$ cat src/rtl/wt_pkg.sv
package wt_pkg;

  typedef enum logic [1:0] {
    SRC_SUB   = 2'b00,
    SRC_FX256 = 2'b01,
    SRC_FX128 = 2'b10,
    SRC_FX64  = 2'b11
  } src_sel_e;

  typedef enum logic [1:0] {
    IVL_TAP_A = 2'b00,
    IVL_TAP_B = 2'b01,
    IVL_FULL  = 2'b10,
    IVL_CMP   = 2'b11
  } ivl_sel_e;

  // True when the lowest n bits of v are all ones.
  function automatic logic low_bits_full(input logic [31:0] v, input int n);
    logic [31:0] mask;
    mask = (32'd1 << n) - 32'd1;
    return (v & mask) == mask;
  endfunction

  // Next value of the high counter at a low-counter wrap.
  function automatic logic [31:0] hi_next(input logic [31:0] hi,
                                          input logic reload);
    return reload ? 32'd0 : hi + 32'd1;
  endfunction

endpackage

$ cat src/rtl/wt_prescaler.sv
module wt_prescaler #(
  parameter int DIV_LOG0  = 6,
  parameter int DIV_STEPS = 3
) (
  input  logic       clk,
  input  logic       rst_n,
  input  logic       active,
  input  logic       fx_tick,
  input  logic       sub_tick,
  input  logic [1:0] src_sel,
  output logic       src_tick
);
  import wt_pkg::*;

  localparam int PS_W = DIV_LOG0 + DIV_STEPS - 1;

  logic [PS_W-1:0]      ps_cnt;
  logic [DIV_STEPS-1:0] div_tick;

  always_ff @(posedge clk) begin
    if (!rst_n)       ps_cnt <= '0;
    else if (!active) ps_cnt <= '0;
    else if (fx_tick) ps_cnt <= ps_cnt + 1'b1;
  end

  for (genvar i = 0; i < DIV_STEPS; i++) begin : g_div
    assign div_tick[i] = fx_tick && low_bits_full(32'(ps_cnt), DIV_LOG0 + i);
  end

  logic raw_tick;
  always_comb begin
    unique case (src_sel_e'(src_sel))
      SRC_SUB:   raw_tick = sub_tick;
      SRC_FX256: raw_tick = div_tick[DIV_STEPS-1];
      SRC_FX128: raw_tick = div_tick[1];
      SRC_FX64:  raw_tick = div_tick[0];
      default:   raw_tick = 1'b0;
    endcase
  end

  assign src_tick = active && raw_tick;
endmodule

$ cat src/rtl/wt_chain.sv
module wt_chain #(
  parameter int LO_W = 14,
  parameter int HI_W = 7
) (
  input  logic            clk,
  input  logic            rst_n,
  input  logic            active,
  input  logic            src_tick,
  input  logic            cmp_mode,
  input  logic [HI_W-1:0] cmp_val,
  output logic [LO_W-1:0] lo_cnt,
  output logic [HI_W-1:0] hi_cnt,
  output logic            lo_wrap,
  output logic            cmp_hit
);
  import wt_pkg::*;

  assign lo_wrap = src_tick && low_bits_full(32'(lo_cnt), LO_W);
  assign cmp_hit = lo_wrap && (hi_cnt == cmp_val);

  always_ff @(posedge clk) begin
    if (!rst_n) begin
      lo_cnt <= '0;
      hi_cnt <= '0;
    end else if (!active) begin
      lo_cnt <= '0;
      hi_cnt <= '0;
    end else if (src_tick) begin
      lo_cnt <= lo_cnt + 1'b1;
      if (lo_wrap) hi_cnt <= HI_W'(hi_next(32'(hi_cnt), cmp_mode && cmp_hit));
    end
  end
endmodule

$ cat src/rtl/wt_event_sel.sv
module wt_event_sel #(
  parameter int LO_W  = 14,
  parameter int TAP_A = 7,
  parameter int TAP_B = 13
) (
  input  logic            src_tick,
  input  logic [LO_W-1:0] lo_cnt,
  input  logic [1:0]      ivl_sel,
  input  logic            cmp_hit,
  output logic            evt
);
  import wt_pkg::*;

  always_comb begin
    unique case (ivl_sel_e'(ivl_sel))
      IVL_TAP_A: evt = src_tick && low_bits_full(32'(lo_cnt), TAP_A);
      IVL_TAP_B: evt = src_tick && low_bits_full(32'(lo_cnt), TAP_B);
      IVL_FULL:  evt = src_tick && low_bits_full(32'(lo_cnt), LO_W);
      IVL_CMP:   evt = cmp_hit;
      default:   evt = 1'b0;
    endcase
  end
endmodule

$ cat src/rtl/wt_irq.sv
module wt_irq (
  input  logic clk,
  input  logic rst_n,
  input  logic evt,
  input  logic ack,
  output logic flag
);
  always_ff @(posedge clk) begin
    if (!rst_n)   flag <= 1'b0;
    else if (evt) flag <= 1'b1;
    else if (ack) flag <= 1'b0;
  end
endmodule

$ cat src/rtl/wtimer.sv
module wtimer #(
  parameter int LO_W     = 14,
  parameter int HI_W     = 7,
  parameter int TAP_A    = 7,
  parameter int TAP_B    = 13,
  parameter int DIV_LOG0 = 6
) (
  input  logic            clk,
  input  logic            rst_n,
  input  logic            sub_tick,
  input  logic            fx_tick,
  input  logic            run_en,
  input  logic [1:0]      src_sel,
  input  logic [1:0]      ivl_sel,
  input  logic [HI_W-1:0] cmp_val,
  input  logic            clr_cmd,
  input  logic            irq_ack,
  output logic            irq_flag,
  output logic [HI_W-1:0] cnt_rd
);
  import wt_pkg::*;

  logic            active;
  logic            src_tick;
  logic            cmp_mode;
  logic [LO_W-1:0] lo_cnt;
  logic [HI_W-1:0] hi_cnt;
  logic            lo_wrap;
  logic            cmp_hit;
  logic            evt;

  assign active   = run_en && !clr_cmd;
  assign cmp_mode = (ivl_sel_e'(ivl_sel) == IVL_CMP);

  wt_prescaler #(.DIV_LOG0(DIV_LOG0), .DIV_STEPS(3)) u_pre (
    .clk(clk), .rst_n(rst_n), .active(active), .fx_tick(fx_tick),
    .sub_tick(sub_tick), .src_sel(src_sel), .src_tick(src_tick)
  );

  wt_chain #(.LO_W(LO_W), .HI_W(HI_W)) u_chain (
    .clk(clk), .rst_n(rst_n), .active(active), .src_tick(src_tick),
    .cmp_mode(cmp_mode), .cmp_val(cmp_val), .lo_cnt(lo_cnt),
    .hi_cnt(hi_cnt), .lo_wrap(lo_wrap), .cmp_hit(cmp_hit)
  );

  wt_event_sel #(.LO_W(LO_W), .TAP_A(TAP_A), .TAP_B(TAP_B)) u_evt (
    .src_tick(src_tick), .lo_cnt(lo_cnt), .ivl_sel(ivl_sel),
    .cmp_hit(cmp_hit), .evt(evt)
  );

  wt_irq u_irq (
    .clk(clk), .rst_n(rst_n), .evt(evt), .ack(irq_ack), .flag(irq_flag)
  );

  assign cnt_rd = hi_cnt;
endmodule

$ cat config.mk
export PLATFORM = sky130hd
export DESIGN_NAME = wtimer
export DESIGN_NICKNAME = d
export VERILOG_FILES = /design/src/rtl/wt_pkg.sv /design/src/rtl/wt_prescaler.sv /design/src/rtl/wt_chain.sv /design/src/rtl/wt_event_sel.sv /design/src/rtl/wt_irq.sv /design/src/rtl/wtimer.sv
export SDC_FILE = /design/constraint.sdc
export NUM_CORES = 1
export LEC_CHECK = 0
export ABC_AREA = 1
export BUFFER_PORTS_ARGS = -buffer_cell sky130_fd_sc_hd__buf_2
export CAP_MARGIN = 30
export CORE_MARGIN = 2
export CORE_UTILIZATION = 55
export DETAILED_ROUTE_END_ITERATION = 10
export PLACE_DENSITY = 0.74
export SLEW_MARGIN = 20
export SYNTH_ARGS = -nofsm -noshare
export SYNTH_HDL_FRONTEND = slang
export SYNTH_SLANG_ARGS = --single-unit
$ cat constraint.sdc
create_clock -name clk -period 2.2 [get_ports clk]
set_input_delay 0.44 -clock clk [delete_from_list [all_inputs] [get_ports clk]]
set_output_delay 0.44 -clock clk [all_outputs]
set_load 0.02 [all_outputs]
==> results.tsv <==
stage	metric	value	unit
floorplanning	placeable core region	3080	um^2
global_route	maximum number of pins on one net before global-route repair	14	
place	HPWL after detailed placement	2820	um
timing	fmax	563	MHz
yosys	number of synthesized register bits	30	
cts	sinks on the clock net	30	
timing	hold slack final	0.284	ns
yosys	number of unique standard cell types used by synthesis	30	
critical_path	Worst EP required	2.44	ns
critical_path	crit path launch type	flop	
yosys	Syn. warnings	0	
floorplanning	width of the chip	61.2	um
global_route	number of global-route vias before repair	1480	
critical_path	critical path endpoint category	flop	
timing	Fin. Hold Viols	0	
critical_path	cell chain of the critical path	ha_1 > nand2_1 > inv_1 > nand3b_1 > nor2_1 > nand2_1 > nor2_4 > nand2_1 > nand2_1 > a21oi_1	
yosys	top-area cell type share of the netlist area	33.4	%
yosys	synthesized netlist net count	296	
run	number of maximum-capacitance violations	0	
finish	diode count	0	
timing	unrepaired setup endpoints after global routing	false	
yosys	sequential cell area fraction in the yosys report	33.4	%
timing	minimum period implied by the final worst setup slack	1.78	ns
drt	final routed wirelength across all metal layers	3690	um
global_route	antenna violations before repair	0	
cts	Clock Pin Slew Worst Setup and Hold Paths	0.10	ns
yosys	fraction of synthesis flops using an asynchronous set or reset pin	0	%
yosys	netlist area before placement	1800	um^2
timing	count of endpoints failing setup in the final report	0	
floorplanning	Cell Rows	20	
finish	post-route cell area	2040	um^2
yosys	Post-synth top cells	sky130_fd_sc_hd__nand2_1, sky130_fd_sc_hd__inv_1, sky130_fd_sc_hd__nor2_1	
yosys	post-synth top area cell	sky130_fd_sc_hd__dfxtp_1	
timing	setup TNS	0	ns
yosys	cells taking the most area after synthesis	sky130_fd_sc_hd__dfxtp_1, sky130_fd_sc_hd__nand2_1, sky130_fd_sc_hd__inv_1	
finish	fraction of layout cells with a size suffix above 1	16.0	%
timing	Max-slew headroom	73.5	%
cts	TritonCTS clock tree	done	
pwr	leakage power total	0.914	nW
yosys	number of instances in the synthesized netlist	275	
drt	overall via count from detail_route	1727	
drt	initial DRC count	81	
yosys	count leader, synth	sky130_fd_sc_hd__nand2_1	
timing	Max Transition Viols Final	0	
critical_path	Worst path top cell family by delay	simple AND/OR/NAND/NOR gates	
critical_path	library cell appearing most often on the critical path	sky130_fd_sc_hd__nand2_1	
cts	count of hold buffers inserted by post-cts repair	0	
critical_path	highest fanout seen on the critical path	9	
yosys	most used flip-flop cell after synthesis	sky130_fd_sc_hd__dfxtp_1	
pwr	power per cell area	510	nW/um^2
cts	number of buffers added for setup after CTS	0	
cts	Clock Root Buffer	sky130_fd_sc_hd__clkbuf_4	
floorplanning	die footprint	3740	um^2
worst_hold_path	Min-Delay Path Class	input pin to flop	
place	worst setup slack after placement	0.381	ns
critical_path	worst path arrival time	2.01	ns
outcome	run status	finished clean	
drt	DRC errors left	0	
drt	number of nets with antenna violations after detailed routing	0	
cts	Max Buffers Root-to-Sink	2	
finish	area growth from synthesis to layout	13.7	%
place	number of input and output port buffers inserted	25	
floorplanning	y dimension of the die	61.2	um
timing	Worst-Margin Slew	0.397	ns
cts	clock insertion delay at the later pin of the skew report	0.35	ns
critical_path	CP max-delay cell	sky130_fd_sc_hd__dfxtp_1	
drt	routed len/inst	10.6	um
cts	H-Tree Level Count	2	
global_route	overall routing resource usage	22.9	%
critical_path	type of the worst setup path	flop to flop	
critical_path	critical path buffer and inverter count	1	
global_route	total global routing overflow	0	
place	placed standard-cell area	1970	um^2
timing	Worst Slack Setup Final	0.424	ns
place	routability congestion estimate	0.837	
drt	DR pass1 iterations	4	
yosys	count of flip-flops with a built-in enable after synthesis	0	
floorplanning	number of primary I/O pins	26	
critical_path	CP max stage delay	0.38	ns
timing	final cycle utilization of the critical path	80.7	%
global_route	global-route wire length before repair	6270	um
pwr	worst IR drop on VDD	0.313	mV
cts	total CTS buffers	5	
floorplanning	starting density of the core	58.4	%
cts	Resized Gates After CTS	0	
finish	Layout Nets	326	
timing	clock skew	0.00921	ns
drt	via density per instance	4.93	
yosys	average footprint of a synthesized cell	6.53	um^2
-- layout make-up --
| cell class | instances | area, um^2 |
|---|---|---|
| clock buffers | 5 | 37.5 |
| clock inverters | 3 | 40.0 |
| fillers | 308 | 1030 |
| inverters | 41 | 154 |
| multi-input cells | 201 | 1020 |
| flip-flops and latches | 30 | 601 |
| well taps | 44 | 55.1 |
| repair buffers | 26 | 133 |
-- final timing paths --
kind	slack [ns]	endpoint	depth (start not counted)	from
max	0.42	u_chain.hi_cnt[4]$_SDFFE_PN0P_	10	u_chain.lo_cnt[0]$_SDFFE_PN0P_
min	0.28	u_irq.flag$_SDFFE_PN0P_	3	rst_n
max reg2reg	0.42	u_chain.hi_cnt[4]$_SDFFE_PN0P_	10	u_chain.lo_cnt[0]$_SDFFE_PN0P_
min reg2reg	0.48	u_chain.lo_cnt[4]$_SDFFE_PN0P_	2	u_chain.lo_cnt[4]$_SDFFE_PN0P_
-- metrics by stage --
step	util [%]	std cells	total power [mW]
3_5_place_dp	63.9	342	0.614
4_1_cts	66.4	350	1.05
2_1_floorplan	-	275	0.589
6_report	66.4	350	1.04
3_3_place_gp	63.9	342	0.613
5_1_grt	66.4	350	1.07
-- layer usage --
layer  share of wire, %  track usage (%)  vias up
li1                   -                -      928
met5                  0                0        -
met3                4.8             5.04        8
met4                2.5             13.0        0
met2                 44             34.2       43
met1                 49             30.6      748
-- where the power goes --
group | leakage [nW] | internal, mW | switching (mW) | total [mW]
registers | 0.242 | 0.544 | 0.000942 | 0.545
clock network | 0.0450 | 0.235 | 0.205 | 0.440
logic | 0.627 | 0.0234 | 0.0339 | 0.0574
-- registers in the layout, summed over array words and instances (netlist names) --
register / flops
u_pre.ps_cnt: 8
u_irq.flag: 1
u_chain.lo_cnt: 14
u_chain.hi_cnt: 7
-- worst reg2reg max path: cells and delay by family (launching register included) --
kind	cells	cell delay [ns]
AO/OA/AOI/OAI	1	0.06
adder cells (fa/ha/maj)	1	0.27
buffers and inverters	1	0.09
AND/OR/NAND/NOR	7	0.88
flip-flops	1	0.38
-- cells in the final DEF, fill, tap and decap left out, types with 2 or more instances in the layout --
cell                        n
sky130_fd_sc_hd__inv_1     38
sky130_fd_sc_hd__a21oi_1   21
sky130_fd_sc_hd__nor2_1    32
sky130_fd_sc_hd__o21ai_1    4
sky130_fd_sc_hd__dfxtp_1   30
sky130_fd_sc_hd__nand2_2    2
sky130_fd_sc_hd__clkinv_2   2
sky130_fd_sc_hd__nand3_1   11
sky130_fd_sc_hd__xor2_1     4
sky130_fd_sc_hd__clkbuf_4   5
sky130_fd_sc_hd__xnor2_1    3
sky130_fd_sc_hd__nor2_8     2
sky130_fd_sc_hd__nor3_1    10
sky130_fd_sc_hd__nand2_1   80
sky130_fd_sc_hd__buf_2     25
sky130_fd_sc_hd__ha_1       3
sky130_fd_sc_hd__inv_2      2
sky130_fd_sc_hd__nand4_1    4
sky130_fd_sc_hd__nand2_4    4
sky130_fd_sc_hd__o21ai_0   11
-- kinds of logic after synthesis --
group / Yosys count / synth area share [%]
and+or+nand+nor: 151 / 39.1
buffers and inverters: 44 / 9.61
AOI/OAI and AO/OA: 40 / 12.3
DFF: 30 / 33.4
xor gates and xnor gates: 7 / 3.41
adders and majority gates: 3 / 2.09
Note: power is estimated with default switching activity, not from simulation.
